--- src/rtl/wallbot_lut_ctrl.sv ---
module wallbot_lut_ctrl #(
  parameter int ST_W  = 2,
  parameter int CMD_W = 3
) (
  input  logic            clk,
  input  logic            rst,
  input  logic            step_en,
  input  logic            ant_l,
  input  logic            ant_r,
  output logic            turn_r,
  output logic            turn_l,
  output logic            fwd,
  output logic [ST_W-1:0] state_o
);
  localparam int ADDR_W = ST_W + 2;
  localparam int WORD_W = ST_W + CMD_W;
  localparam int DEPTH  = 1 << ADDR_W;
  localparam logic [ST_W-1:0] S_LOST  = ST_W'(0);
  localparam logic [ST_W-1:0] S_RCCW  = ST_W'(1);
  localparam logic [ST_W-1:0] S_WALL1 = ST_W'(2);
  localparam logic [ST_W-1:0] S_WALL2 = ST_W'(3);
  localparam logic [CMD_W-1:0] CMD_RST = CMD_W'(1);

  function automatic logic [WORD_W-1:0] lut_word(input logic [ADDR_W-1:0] a);
    logic [ST_W-1:0]  s, nx;
    logic             l, r;
    logic [CMD_W-1:0] c;
    s = a[ADDR_W-1:2];
    l = a[1];
    r = a[0];
    case (s)
      S_LOST:  nx = (l | r) ? S_RCCW : S_LOST;
      S_RCCW:  nx = (l | r) ? S_RCCW : S_WALL1;
      S_WALL1: nx = r ? S_WALL2 : S_WALL1;
      default: nx = l ? S_RCCW : (r ? S_WALL2 : S_WALL1);
    endcase
    c    = '0;
    c[2] = (s == S_WALL1);
    c[1] = (s == S_RCCW) || (s == S_WALL2);
    c[0] = (s != S_RCCW);
    return {nx, c};
  endfunction

  logic [WORD_W-1:0] lut [DEPTH];
  for (genvar a = 0; a < DEPTH; a++) begin : g_lut
    assign lut[a] = lut_word(ADDR_W'(a));
  end

  logic [ST_W-1:0]  state_q;
  logic [CMD_W-1:0] cmd_q;

  always_ff @(posedge clk) begin
    if (rst)          {state_q, cmd_q} <= {S_LOST, CMD_RST};
    else if (step_en) {state_q, cmd_q} <= lut[{state_q, ant_l, ant_r}];
  end

  assign state_o = state_q;
  assign turn_r  = cmd_q[2];
  assign turn_l  = cmd_q[1];
  assign fwd     = cmd_q[0];

  p_reset_lost_r1: assert property (@(posedge clk)
    rst |=> (state_o == S_LOST && {turn_r, turn_l, fwd} == 3'b001));
  p_hold_r2: assert property (@(posedge clk) disable iff (rst)
    !step_en |=> ($stable(state_o) && $stable({turn_r, turn_l, fwd})));
  p_lost_idle_r3: assert property (@(posedge clk) disable iff (rst)
    (step_en && state_o == S_LOST && !ant_l && !ant_r) |=> state_o == S_LOST);
  p_rccw_clear_r4: assert property (@(posedge clk) disable iff (rst)
    (step_en && state_o == S_RCCW && !ant_l && !ant_r) |=> state_o == S_WALL1);
  p_wall1_r5: assert property (@(posedge clk) disable iff (rst)
    (step_en && state_o == S_WALL1) |=> state_o == ($past(ant_r) ? S_WALL2 : S_WALL1));
  p_wall2_left_r6: assert property (@(posedge clk) disable iff (rst)
    (step_en && state_o == S_WALL2 && ant_l) |=> state_o == S_RCCW);
  p_turns_excl_r8: assert property (@(posedge clk) disable iff (rst)
    $onehot0({turn_r, turn_l}));
endmodule

--- config.mk ---
export PLATFORM = sky130hd
export DESIGN_NAME = wallbot_lut_ctrl
export DESIGN_NICKNAME = d
export VERILOG_FILES = /design/src/rtl/wallbot_lut_ctrl.sv
export SDC_FILE = /design/constraint.sdc
export NUM_CORES = 1
export LEC_CHECK = 0
export CAP_MARGIN = 10
export CORE_AREA = 3 3 40 42
export DETAILED_ROUTE_END_ITERATION = 10
export DIE_AREA = 0 0 43 45
export GPL_TIMING_DRIVEN = 0
export SLEW_MARGIN = 25
export SYNTH_ARGS = -nofsm -noshare
export SYNTH_HDL_FRONTEND = slang
export SYNTH_SLANG_ARGS = --single-unit
export TNS_END_PERCENT = 5
--- constraint.sdc ---
create_clock -name clk -period 0.8 [get_ports clk]
set_input_delay 0.08 -clock clk [delete_from_list [all_inputs] [get_ports clk]]
set_output_delay 0.08 -clock clk [all_outputs]
set_load 0.02 [all_outputs]
=== Yosys cells after proc, flatten, opt, wreduce, memory -nomap -nowiden ===
Memories as Yosys holds them, arrays and structs flattened. A register that Yosys moved wholly into a read port is not among the register bits.
Cells that the tools add are included.

* Equality and inequality tests: 0
* Mux-type cells: 0
* Add/subtract/negate cells: 0
* Reductions and logical operators: 0
* Shift-type cells: 0
* Multipliers: 0
* Magnitude comparators: 0
* Bitwise operators: 1
* Divide/modulo/power cells: 0

{| class="wikitable"
|+ Operators by type and width
! kind !! number
|-
| $not A4 Y5 || 1
|}

* Memories: 1
* ROM bits: 80
* Word-level logic and storage cells: 2
* Input bits: 5
* Output and inout bits: 5
* Register bits: 0
* Bits in latches: 0
* Bits in writable memories: 0

{| class="wikitable"
|+ Memory list
! name !! words !! bits a word !! read ports !! clocked after Yosys merged registers in !! write ports !! RTL line !! RTL
|-
| (no name shown) || 16 || 5 || 1 || 1 || 0 || 54 || <nowiki>else if (step_en) {state_q, cmd_q} <= lut[{state_q, ant_l, ant_r}];</nowiki>
|}

=== Longest topological paths before layout ===
Gate-level depths: netlist (run 1).

* Word-level depth: 1
* Gate-level depth with buffers: 3
* Mapped depth without buffers: 3

=== Worst setup path after synthesis (run 1) ===
Ideal clock, no wire load.

* Path type: register to register
* Start: register state_q[0] (netlist: state_o[0])
* End: register cmd_q[0]
* Path buffers: 0
* Arrival time: 0.768 ns
* Library setup time: 0.117 ns
* Setup slack: -0.085 ns
* Required time: 0.683 ns
* Stages on the path, launching flop included: 4
* Period minus slack after synthesis: 0.885 ns
* Cells stage by stage: dfxtp_1 > nand2_1 > o22ai_1 > nand2b_1

* Cells in the longest elaborated chain, start to end: 1

{| class="wikitable"
|+ RTL lines
! element !! RTL line !! RTL
|-
| start, declared || 49 || <nowiki>logic [ST_W-1:0] state_q;</nowiki>
|-
| $not A4 Y5 (implied by the code) || 54 ||
|-
| end, declared || 50 || <nowiki>logic [CMD_W-1:0] cmd_q;</nowiki>
|}

No other way between the ends.

=== Worst setup path in the final report (run 1) ===
* Start: register state_q[1] (netlist: state_o[1])
* End: output port state_o[1]

{| class="wikitable"
|+ RTL lines
! element !! RTL line !! RTL
|-
| end, declared || 13 || <nowiki>output logic [ST_W-1:0] state_o</nowiki>
|}

No word-level cell between the ends.

==> results of run 1 <==
-- cells in the final DEF (no fill, tap or decap), drive strengths merged --
| master | instances |
|---|---|
| dlygate4sd2 | 1 |
| nand2b | 4 |
| a21oi | 3 |
| buf | 5 |
| o21a | 1 |
| dfxtp | 5 |
| nand2 | 1 |
| nand3b | 1 |
| clkdlybuf4s50 | 3 |
| a31oi | 1 |
| clkbuf | 4 |
| nor2 | 2 |
| a211oi | 1 |
| o22ai | 1 |
-- synth_stat cells --
master / n
dfxtp_1: 5
nand2b_1: 4
a21oi_1: 3
nor2_1: 2
a211oi_1: 1
a31oi_1: 1
nand2_1: 1
nand3b_1: 1
o21a_1: 1
o22ai_1: 1
-- path summary, 6_finish.rpt --
check | cells after the start | end | from | slack, ps
hold reg to reg | 2 | cmd_q[2] | cmd_q[2] | 470
setup / recovery | 1 | state_o[1] | state_o[1] | -5
setup reg to reg | 3 | state_o[1] | state_o[0] | 30
hold / removal | 2 | state_o[0] | step_en | 310
-- state kept, by name, summed over array words and instances (netlist names) --
| name | cells |
|---|---|
| cmd_q | 3 |
| state_o | 2 |
-- power by group --
part	leakage, nW	total (W)	internal [W]	switching [W]
combinational	0.0688	0.0000884	0.0000501	0.0000383
sequential	0.0428	0.000272	0.000261	0.0000118
clock	0.0150	0.000297	0.000189	0.000108
total	0.127	0.000658	0.000500	0.000159
-- timing repair --
action | CTS | global route
endpoints found under the setup margin | 8 | 7
pin swaps | 0 | 2
cloned | 0 | 0
resized for setup | 32 | 5
-- area by class of cell --
type / count / area [µm²]
sequential: 5 / 111
multi-input combinational: 15 / 86.3
clock buffer: 4 / 26.3
fill: 138 / 947
tap: 15 / 18.8
timing repair buffer: 9 / 95.1
-- metal layers --
layer	vias up	GRT usage, %	share of wire, %
li1	98	-	-
met1	79	6.31	46
met2	12	7.49	32
met3	0	8.37	22
met4	0	0	0
met5	-	0	0
-- kinds of logic after synthesis --
family	after synthesis	synth area share, %
and+or+nand+nor	8	23.5
AOI/OAI and AO/OA	7	22.8
DFF	5	53.7
-- per-stage QoR --
stage	total power [W]	instance area (µm²)	utilization, %	worst slack [ps]
floorplan	0.000311	188	-	-57.6
global placement	0.000365	297	23.1	-344
detailed placement	0.000365	297	23.1	-353
CTS	0.000674	325	25.3	-15.6
global route	0.000708	338	26.3	-42.4
finish	0.000658	338	26.3	-5.13
==> metrics.cfg, run 1 <==
[status]
status=finished with violations
failed_checks=negative setup slack

[global_route]
grt_pass1_wl_um=779
grt_pass1_vias=193
track_usage_pct=6.01
overflow=0
grt_max_degree=9
antenna_found_initial=0

[synth]
synth_top_area_share_pct=53.7
yosysWarnings=0
synth.cell_area_um2=186
syn_inst=20
ys_types=10
ys_seq_area_share_pct=53.7
ys_ff_latch=5
synth_largest_area_cell=dfxtp_1
avgSynthCellArea_um2=9.32
syn_nets=25
yosys-top-cells-area=dfxtp_1 54%, nand2b_1 13%, a21oi_1 8.1%, a211oi_1 4.0%, nand3b_1 4.0%

[sta]
fmax_mhz=1240
holdWs_ps=307
layout_worst_path_cycle_share_pct=101
timing.final.max_slew_violations=0
worstMarginPinSlew_ps=233
setup_viol=2
final.setup.tns_ps=-7.17
worst_slack_ps=-5.13
slew_headroom_pct=84.5
skew_ps=2.72
rsz0062_at_grt=yes
final-hold-violation-count=0
fin_crit_ps=805

[placement]
port_buffers=9
numPlacedInstances=44
dpl.hpwl_um=310
routabilityCongestion=0.719

[clock_network]
clock_latency_ps=240
cts.sink_count=5
clk_pin_slew_ps=50
cts-htree-levels=1
cts_tree=yes
clock_path_buffers=2
cts_buffers=3
post_cts_buffers=0
root_buffer=clkbuf_4
hold_buffers=0

[floorplanning]
initial_core_util_pct=14.5
die_w_um=43
num_rows=13
core-area_um2=1280
die_h_um=45
die_area_um2=1940
num_io_pins=10

[critical_path]
cp_num_buf_inv=1
cp_slowest_cell=dfxtp_4
crit_family=flip-flops
worstPathArrival_ps=730
worstSetupStartpointType=flop
cp_max_fo=5
cp-end-kind=primary output
required_ps=720
critPathKind=flop to primary output
cp_slowest_stage_delay_ps=350
path_cells=buf_6

[drt]
drc=0
drt_pre_antenna_iters=1
first_iter_violations=0
vias_per_cell=3.94
antenna_left=0
routed_wl_um=426
wire_per_inst_um=8.88
vias=189

[finish]
area_growth_pct=81.2
antenna_cells=0
final_cells=48
drive_above_1_share_pct=39.4
nNetsFinal=39

[pwr]
leakage_nw=0.127
vdd_drop_max_uv=1030
power_density_nw_per_um2=1950

[flow_run]
maxCapViolations=0

[hold_path]
hp-class=input port to flop

Power figures use the tool's default switching activity.
==> run 2, diff against run 1 <==
--- a/config.mk
+++ b/config.mk
@@ -5,6 +5,7 @@
 export SDC_FILE = /design/constraint.sdc
 export NUM_CORES = 1
 export LEC_CHECK = 0
+export ABC_CLOCK_PERIOD_IN_PS = 800
 export CAP_MARGIN = 10
 export CORE_AREA = 3 3 40 42
 export DETAILED_ROUTE_END_ITERATION = 10
==> results of run 2 <==
Same layout as run 1: the final DEF is identical, and so are final timing and power.
